### src/rtl/adc_link_pkg.sv
package adc_link_pkg;

    typedef enum logic [2:0] {
        S_IDLE,
        S_CONV,
        S_PDN,
        S_WAKE,
        S_HOLD
    } seq_t;

    typedef enum logic [1:0] {
        PW_ON,
        PW_NAP,
        PW_SLEEP
    } pw_t;

endpackage

### src/rtl/adc_phase_tick.sv
module adc_phase_tick #(
    parameter int DIV = 4
) (
    input  logic clk,
    input  logic rst_n,
    input  logic restart,
    output logic tick
);
    localparam int CNT_W = (DIV > 1) ? $clog2(DIV) : 1;

    logic [CNT_W-1:0] cnt_d, cnt_q;

    always_comb begin
        if (restart || cnt_q == CNT_W'(DIV - 1)) cnt_d = '0;
        else                                    cnt_d = cnt_q + 1'b1;
    end

    always_ff @(posedge clk) begin
        if (!rst_n) cnt_q <= '0;
        else        cnt_q <= cnt_d;
    end

    assign tick = (cnt_q == CNT_W'(DIV - 1));
endmodule

### src/rtl/adc_frame_sreg.sv
module adc_frame_sreg #(
    parameter int W = 13
) (
    input  logic         clk,
    input  logic         rst_n,
    input  logic         shift_en,
    input  logic         din,
    output logic [W-1:0] word
);
    logic [W-1:0] sh_d, sh_q;

    always_comb begin
        sh_d = sh_q;
        if (shift_en) sh_d = {sh_q[W-2:0], din};
    end

    always_ff @(posedge clk) begin
        if (!rst_n) sh_q <= '0;
        else        sh_q <= sh_d;
    end

    assign word = sh_q;
endmodule

### src/rtl/adc_link_ctrl.sv
module adc_link_ctrl
    import adc_link_pkg::*;
#(
    parameter int CLK_DIV      = 4,
    parameter int NAP_WAIT_CYC = 70,
    parameter int REF_TMO_CYC  = 600000,
    parameter int DATA_W       = 12
) (
    input  logic              clk,
    input  logic              rst_n,
    input  logic              req_start,
    input  logic              req_nap,
    input  logic              req_sleep,
    input  logic              req_wake,
    input  logic              extra_lat,
    input  logic              shdn_n_in,
    input  logic              adc_dout,
    output logic              adc_clk,
    output logic              adc_conv,
    output logic              adc_shdn_n,
    output logic              busy,
    output logic [DATA_W-1:0] result,
    output logic              result_valid,
    output logic              ref_ready
);
    localparam int FRAME_W = DATA_W + 1;
    localparam int LAST0   = 2 * (FRAME_W + 1);
    localparam int LAST1   = LAST0 + 2;
    localparam int PH_W    = $clog2(LAST1 + 1);
    localparam int WAIT_W  = $clog2(NAP_WAIT_CYC + 1);
    localparam int TMO_W   = $clog2(REF_TMO_CYC + 1);

    typedef struct packed {
        seq_t              st;
        pw_t               pw;
        pw_t               pw_tgt;
        logic              lat;
        logic [PH_W-1:0]   ph;
        logic [PH_W-1:0]   ph_last;
        logic [WAIT_W-1:0] hold;
        logic              refwait;
        logic [TMO_W-1:0]  tmo;
        logic              sclk;
        logic              conv;
        logic              valid;
        logic              rdy;
        logic [DATA_W-1:0] res;
    } ctl_t;

    ctl_t q, d;
    logic tick, restart, shift_en, one_req;
    logic [FRAME_W-1:0] word;
    logic [PH_W-1:0]    skip;

    adc_phase_tick #(.DIV(CLK_DIV)) u_tick (
        .clk(clk), .rst_n(rst_n), .restart(restart), .tick(tick)
    );

    adc_frame_sreg #(.W(FRAME_W)) u_sreg (
        .clk(clk), .rst_n(rst_n), .shift_en(shift_en), .din(adc_dout), .word(word)
    );

    assign one_req = $onehot({req_start, req_nap, req_sleep, req_wake});
    assign skip    = q.lat ? PH_W'(4) : PH_W'(2);

    always_comb begin
        d        = q;
        d.valid  = 1'b0;
        restart  = 1'b0;
        shift_en = 1'b0;

        if (q.refwait) begin
            if (q.tmo == TMO_W'(REF_TMO_CYC - 1)) d.refwait = 1'b0;
            else                                  d.tmo     = q.tmo + 1'b1;
        end

        case (q.st)
            S_IDLE: begin
                if (one_req) begin
                    if (req_start && q.pw == PW_ON) begin
                        d.st      = S_CONV;
                        d.lat     = extra_lat;
                        d.ph_last = extra_lat ? PH_W'(LAST1) : PH_W'(LAST0);
                        restart   = 1'b1;
                    end else if (req_nap && q.pw == PW_ON) begin
                        d.st      = S_PDN;
                        d.pw_tgt  = PW_NAP;
                        d.ph_last = PH_W'(3);
                        restart   = 1'b1;
                    end else if (req_sleep && q.pw == PW_ON) begin
                        d.st      = S_PDN;
                        d.pw_tgt  = PW_SLEEP;
                        d.ph_last = PH_W'(7);
                        restart   = 1'b1;
                    end else if (req_wake && q.pw != PW_ON) begin
                        d.st      = S_WAKE;
                        d.ph_last = PH_W'(1);
                        restart   = 1'b1;
                    end
                    d.ph = '0;
                end
            end
            S_CONV, S_PDN, S_WAKE: begin
                if (tick) begin
                    if (q.ph == q.ph_last) begin
                        d.ph = '0;
                        d.st = S_IDLE;
                        if (q.st == S_CONV) begin
                            d.rdy = word[FRAME_W-1];
                            if (!q.refwait || word[FRAME_W-1]) begin
                                d.valid   = 1'b1;
                                d.res     = word[DATA_W-1:0];
                                d.refwait = 1'b0;
                            end
                        end else if (q.st == S_PDN) begin
                            d.pw = q.pw_tgt;
                        end else begin
                            d.pw = PW_ON;
                            if (q.pw == PW_NAP) begin
                                d.st   = S_HOLD;
                                d.hold = '0;
                            end else begin
                                d.refwait = 1'b1;
                                d.tmo     = '0;
                            end
                        end
                    end else begin
                        d.ph = q.ph + 1'b1;
                        if (q.st == S_CONV && !q.ph[0] && q.ph >= skip) shift_en = 1'b1;
                    end
                end
            end
            S_HOLD: begin
                if (q.hold == WAIT_W'(NAP_WAIT_CYC - 1)) d.st   = S_IDLE;
                else                                     d.hold = q.hold + 1'b1;
            end
            default: d.st = S_IDLE;
        endcase

        d.sclk = (d.st == S_CONV && d.ph[0]) || (d.st == S_WAKE && d.ph == '0);
        d.conv = (d.st == S_CONV && d.ph == '0) || (d.st == S_PDN && !d.ph[0]);
    end

    always_ff @(posedge clk) begin
        if (!rst_n) begin
            q        <= '0;
            q.st     <= S_IDLE;
            q.pw     <= PW_ON;
            q.pw_tgt <= PW_ON;
        end else begin
            q <= d;
        end
    end

    assign adc_clk      = q.sclk;
    assign adc_conv     = q.conv;
    assign adc_shdn_n   = shdn_n_in;
    assign busy         = (q.st != S_IDLE);
    assign result       = q.res;
    assign result_valid = q.valid;
    assign ref_ready    = q.rdy;
endmodule

### config.mk
export PLATFORM = sky130hd
export DESIGN_NAME = adc_link_ctrl
export DESIGN_NICKNAME = d
export VERILOG_FILES = /design/src/rtl/adc_link_pkg.sv /design/src/rtl/adc_phase_tick.sv /design/src/rtl/adc_frame_sreg.sv /design/src/rtl/adc_link_ctrl.sv
export SDC_FILE = /design/constraint.sdc
export NUM_CORES = 1
export LEC_CHECK = 0
export BUFFER_PORTS_ARGS = -buffer_cell sky130_fd_sc_hd__buf_2
export CAP_MARGIN = 5
export CORE_ASPECT_RATIO = 0.9
export CORE_UTILIZATION = 60
export DETAILED_ROUTE_END_ITERATION = 10
export PLACE_DENSITY = 0.79
export SYNTH_ARGS = -nofsm -noshare
export SYNTH_HDL_FRONTEND = slang
export SYNTH_HIERARCHICAL = 1
export SYNTH_SLANG_ARGS = --single-unit
### constraint.sdc
create_clock -name clk -period 4.47 [get_ports clk]
set_input_delay 0.894 -clock clk [delete_from_list [all_inputs] [get_ports clk]]
set_output_delay 0.894 -clock clk [all_outputs]
set_load 0.05 [all_outputs]
Word-level counts from Yosys, hierarchy flattened
Cells that the tools add are included.
- $add $sub $neg: 7
- mux-type cells: 51
- $lt $le $gt $ge: 1
- bitwise gates (word level): 3
- reductions and logical operators: 35
- equality and inequality tests: 19
- operators by type and width (cell ; number):
    2-to-1 mux 28 bit ; 3
    2-to-1 mux 21 bit ; 3
    2-to-1 mux 5 bit ; 9
    2-to-1 mux 20 bit ; 2
    2-to-1 mux 3 bit ; 9
    2-to-1 mux 7 bit ; 3
    adder 20 x 1 -> 20 bit, second input constant ; 1
    == test 20 bit, second input constant ; 1
    2-to-1 mux 1 bit ; 14
    one-hot mux 7 bit (2 select lines) ; 1
    == test 3 x 2 -> 1 bit, second input constant ; 4
    != test 2 bit, second input constant ; 6
    AND reduction 4 bit ; 3
    logical AND 1 bit ; 10
    2-to-1 mux 10 bit ; 1
    one-hot mux 5 bit (2 select lines) ; 1
    AND reduction 5 bit ; 2
    == test 3 x 1 -> 1 bit, second input constant ; 3
    one-hot mux 3 bit (3 select lines) ; 1
    2-to-1 mux 2 bit ; 4
    adder 7 x 1 -> 7 bit, second input constant ; 1
    == test 7 bit, second input constant ; 1
    AND reduction 7 bit ; 1
    AND reduction 3 bit ; 2
    20 further kinds ; 30
- output and inout port bits: 18
- input port bits: 9
- register bits after elaboration: 77
- word-level logic and storage cells: 132

Longest topological paths before layout
- depth in word-level cells: 11
- depth in mapped cells: 12
- mapped depth without buffers: 12

Modules after synthesis
Netlist, hierarchy kept.
- by module, submodules not included (module ; sequential area each (sq um) ; times used ; cells an instance ; area an instance (sq um)):
    adc_link_ctrl ; 1221.2 ; 1 ; 351 ; 3151.8
    adc_frame_sreg ; 260.2 ; 1 ; 42 ; 506.7
    adc_phase_tick ; 40.0 ; 1 ; 5 ; 80.1

Worst setup path after synthesis
Ideal clock, no wire load.
- path type: in2reg
- start point: input port req_start
- end point: register q, in the netlist adc_clk
- stages on the path: 11
- arrival time: 3.423 ns
- slack: 0.963 ns
- library setup time: 0.084 ns
- data required time: 4.386 ns
- cells stage by stage: inv_1 > fa_1 > inv_1 > ha_1 > ha_1 > nor3b_1 > a22oi_1 > o21ai_0 > o21ai_1 > or4_4 > o31ai_2
- cells in the longest elaborated chain, start to end: 8
- elaborated cells on any way between the ends: 15
- those cells by class: 2 x add/sub; 3 x eq/ne; 5 x mux; 5 x reduce/logical
- ends and longest elaborated chain (what ; RTL line ; RTL):
    start: declaration ; adc_link_ctrl.sv:11 ; input logic req_start,
    adder 1 x 1 -> 2 bit (not written as such) ; adc_link_ctrl.sv:63 ; assign one_req = $onehot({req_start, req_nap, req_sleep, req_wake});
    adder 2 x 2 -> 3 bit (not written as such) ; adc_link_ctrl.sv:63 ;
    == test 3 x 1 -> 1 bit ; adc_link_ctrl.sv:63 ;
    2-to-1 mux 3 bit or 2-to-1 mux 10 bit (tied branches) ; adc_link_ctrl.sv:79 ; if (one_req) begin
    one-hot mux 3 bit (3 select lines) or one-hot mux 5 bit (2 select lines) (tied branches) ; adc_link_ctrl.sv:77 ; case (q.st)
    == test 3 x 1 -> 1 bit (tied with other cells) ; adc_link_ctrl.sv:140 ; d.sclk = (d.st == S_CONV && d.ph[0]) || (d.st == S_WAKE && d.ph == '0);
    logical AND 1 bit ; adc_link_ctrl.sv:140 ;
    logical OR 1 bit (*) ; adc_link_ctrl.sv:140 ;
    end: declaration ; adc_link_ctrl.sv:50 ; ctl_t q, d;
Mark *: on every way between the ends. The rest lies on a longest branch, timed or not.
A chain may end at the register's enable or synchronous reset.

Worst setup path in the final report
Ends and elaborated chain as after synthesis.

==> impl_metrics.csv <==
group,metric,value,unit
setup_path,worstSetupPathDepth,12,
power,p_leak,1.621,nW
timing,max_clock_freq,286.4,MHz
yosys,synthesis.area_per_instance,9.393,um2
setup_path,rr_startpoint,"u_tick/cnt_q[0]",
yosys,synth_async_sr_flop_share,0,%
cts,clockBufferDepth,2,
yosys,synthMuxAreaShare,8.300,%
cts,tritoncts,"built",
timing,clock_skew,0.01226,ns
setup_path,arrival,3.75,ns
setup_path,critical_path_class,"primary input to flop",
yosys,synth.ff_latch_count,76,
yosys,synth_nets,417,
global_route,gr-usage-all-layers,23.83,%
yosys,synth_fa_ha_area_share,3.548,%
floorplan,io-pin-count,27,
power,peakVddDrop,0.2517,mV
route,drtAntennaViolNets,0,
route,routed_wl,7170,um
min_path,hold_path_startpoint,"q[55]",
cells_and_area,fill_cells,464,
timing,final.setup.tns,0,ns
route,viasPerCell,5.774,
place,finalWeightedCongestion,0.8727,
timing,tightestPinTransition,1.081,ns
global_route,grt_first_pass_wirelength,12500,um
cts,h_tree_depth,3,
setup_path,crit_family,"adder cells",
outcome,run_status,"finished, final reports clean",
setup_path,crit_path_end_kind,"flop",
setup_path,path_buf_inv,3,
route,detail_route.first_pass.iterations,4,
global_route,grt_pass1_vias,2765,
cells_and_area,flow.area_growth_from_synthesis,6.258,%
cts,clock_tree.root_cell,"sky130_fd_sc_hd__clkbuf_8",
min_path,hold-path-endpoint,"q[55]",
cts,cts_sinks,76,
timing,setup_viol_count_final,0,
setup_path,cpMaxStageDelayCell,"sky130_fd_sc_hd__fa_1",
floorplan,rows,26,
setup_path,critPathMaxStageDelay,0.54,ns
setup_path,cp.required,4.73,ns
cells_and_area,number_of_inserted_diodes,0,
cts,cts_inserted_buffers,9,
min_path,hold_path.class,"flop to flop",
setup_path,cp_max_fo,5,
yosys,mappedNetlistArea,3739,um2
power,design_power_total,1.399,mW
timing,final-max-slew-violation-count,0,
cells_and_area,nets_finish,428,
power,p_per_cell_area,352.3,nW/um2
cts,postCtsResizedCells,0,
cts,clk_pin_slew_worst_paths,0.07,ns
yosys,ys_dominant_reg_cell,"sky130_fd_sc_hd__dfxtp_1",
yosys,synth-edff-count,0,
setup_path,worst_r2r_path_depth,7,
cells_and_area,post_route_cells_drive_above_1_share,13.56,%
timing,fin_crit_sh,78.12,%
floorplan,core_area,5856,um2
cells_and_area,finish.utilization,67.84,%
setup_path,cp-start-kind,"primary input",
yosys,synth-xor-area-share,6.292,%
floorplan,starting_density_of_the_core,63.85,%
place,io_buffer_count,24,
floorplan,vert_die_dim,76.89,um
global_route,grt_overflow_total,0,
yosys,syn_inst,398,
setup_path,worst-r2r-setup-slack,2.01,ns
min_path,worstHoldPathCells,2,
place,dp_hpwl,5040,um
timing,slew-limit-headroom,26.98,%
global_route,grt_max_degree,26,
cts,post_cts_hold_buffer_count,0,
yosys,synth.distinct_cells,61,
timing,hold_violations,0,
cells_and_area,multi_input_comb_area,1984,um2
cts,clk-insertion-delay-late,0.34,ns
yosys,yosysWarningCount,6,
cts,cts_post_setup_buffers_inserted,0,
setup_path,crit_path_cell_trace,"buf_2 -> inv_1 -> fa_1 -> inv_1 -> ha_1 -> ha_1 -> nor3b_1 -> a22oi_1 -> o21ai_0 -> o21ai_1 -> or4_4 -> o31ai_2",
cells_and_area,register_area,1521,um2
route,drc,0,
setup_path,r2r-end,"result[11]",
yosys,synth.yosys.seq_area_share,40.70,%
yosys,synth_simple_gate_area_share,23.29,%
global_route,antenna_found_initial,0,
yosys,main_combinational_cell_family_by_area_after_synthesis,"simple AND/OR/NAND/NOR gates",
floorplan,design.die.area,6551,um2
yosys,complex_gate_fraction_of_the_synthesized_area,11.48,%
floorplan,dieWidth,85.21,um
route,via_count,2789,
flow_run,max_cap_violations,0,
route,initialDrtViolationCount,203,
route,detail_route.wl_per_cell,14.84,um
timing,timing.final.crit_period,3.492,ns
timing,grt_setup_unrepaired,"false",
-- where the power goes --
part,internal (mW),switching [mW]
sequential,0.693,0.0187
combinational,0.0678,0.112
clock,0.269,0.239
-- tightest hold or removal path: stages (launching register included) --
cell and delay, ns:
sky130_fd_sc_hd__dfxtp_1 0.30, sky130_fd_sc_hd__nand2_1 0.05, sky130_fd_sc_hd__a21oi_1 0.05
-- synthesized netlist by cell type (4+ instances only) --
cell | instances | area, um2
sky130_fd_sc_hd__dfxtp_1 | 76 | 1521
sky130_fd_sc_hd__nor2_1 | 54 | 202.7
sky130_fd_sc_hd__mux2i_1 | 31 | 310.3
sky130_fd_sc_hd__xor2_1 | 19 | 166.4
sky130_fd_sc_hd__nor2b_1 | 18 | 112.6
sky130_fd_sc_hd__nand2_1 | 17 | 63.81
sky130_fd_sc_hd__buf_4 | 14 | 105.1
sky130_fd_sc_hd__inv_1 | 14 | 52.55
sky130_fd_sc_hd__nand3_1 | 14 | 70.07
sky130_fd_sc_hd__nand4_1 | 10 | 62.56
sky130_fd_sc_hd__a21oi_1 | 9 | 45.04
sky130_fd_sc_hd__ha_1 | 9 | 112.6
sky130_fd_sc_hd__and3_1 | 8 | 50.05
sky130_fd_sc_hd__o21ai_0 | 8 | 40.04
sky130_fd_sc_hd__and4_1 | 7 | 61.31
sky130_fd_sc_hd__or3_1 | 6 | 37.54
sky130_fd_sc_hd__xnor2_1 | 6 | 52.55
sky130_fd_sc_hd__and2_1 | 5 | 31.28
sky130_fd_sc_hd__clkbuf_1 | 5 | 18.77
sky130_fd_sc_hd__buf_2 | 4 | 20.02
sky130_fd_sc_hd__nand2b_1 | 4 | 25.02
sky130_fd_sc_hd__nor3_1 | 4 | 20.02
-- state kept, by name (all words and copies together) (netlist names) --
signal and cells:
adc_clk 1, adc_conv 1, q 45, ref_ready 1, result 12, result_valid 1, u_sreg/word 13, u_tick/cnt_q 2
-- through the flow --
stage,instance area [um2],hold WS (ns),cells,setup slack (ns)
after floorplan,3739,0.4212,398,0.9630
after global placement,3781,0.4270,468,0.7278
after detailed placement,3781,0.4427,468,0.6609
after CTS,3973,0.4549,483,1.013
after global routing,3973,0.4630,483,0.7696
final,3973,0.4510,483,0.9779
-- cell type report --
type	instances	area share (%)
multi-input combinational	282	49.95
sequential	76	38.30
clock buffer	11	3.559
timing repair buffer	26	3.402
tap	70	2.205
inverter	14	1.323
clock inverter	4	1.260
-- placed cells by master (no fill, tap or decap), types with 2 or more instances in the layout --
cell type and instances:
sky130_fd_sc_hd__buf_4 2, sky130_fd_sc_hd__nand3_1 14, sky130_fd_sc_hd__o21ai_1 2, sky130_fd_sc_hd__and3_1 8, sky130_fd_sc_hd__clkinvlp_4 2, sky130_fd_sc_hd__o31a_1 3, sky130_fd_sc_hd__and4_1 7, sky130_fd_sc_hd__a31oi_1 3
sky130_fd_sc_hd__buf_2 24, sky130_fd_sc_hd__o21ai_0 8, sky130_fd_sc_hd__or3_1 6, sky130_fd_sc_hd__inv_1 14, sky130_fd_sc_hd__a41oi_1 3, sky130_fd_sc_hd__a21oi_1 9, sky130_fd_sc_hd__xor2_1 19, sky130_fd_sc_hd__nor2_1 54
sky130_fd_sc_hd__o211a_1 2, sky130_fd_sc_hd__o21bai_1 2, sky130_fd_sc_hd__xnor2_1 6, sky130_fd_sc_hd__o21a_1 2, sky130_fd_sc_hd__o31ai_2 2, sky130_fd_sc_hd__a22oi_1 2, sky130_fd_sc_hd__nand2_1 17, sky130_fd_sc_hd__clkbuf_8 10
sky130_fd_sc_hd__nor2b_1 18, sky130_fd_sc_hd__o211ai_1 2, sky130_fd_sc_hd__nand4_1 10, sky130_fd_sc_hd__mux2i_1 31, sky130_fd_sc_hd__nand2b_1 4, sky130_fd_sc_hd__dfxtp_1 76, sky130_fd_sc_hd__and2_1 5, sky130_fd_sc_hd__nor3_1 4
sky130_fd_sc_hd__nor3b_1 3, sky130_fd_sc_hd__ha_1 9
-- per-layer routing --
metal  share of wire [%]  track usage, %  vias to the layer above
met5                   0               0                        -
met4                 1.6           9.153                        0
met3                 6.3           6.351                       10
met2                  46           38.55                       76
met1                  46           30.27                     1295
li1                    -               -                     1408
-- worst max path at each step --
stage	from	endpoint	slack [ns]
after detailed placement	req_start	adc_clk	0.66
final	req_start	adc_clk	0.98
after global placement	req_start	adc_clk	0.73
after global routing	req_start	adc_clk	0.77
after CTS	req_start	adc_clk	1.01
after floorplan	req_start	adc_clk	0.96
-- cells by family (layout without fill, tap and decap cells) --
group           Yosys count  in the layout
mux                      31             31
buf+inv                  40             55
fa+ha+maj                10             10
xor+xnor                 26             26
compound gates           54             54
flops                    76             76
simple gates            161            161
Note: power is estimated with default switching activity, not from simulation.
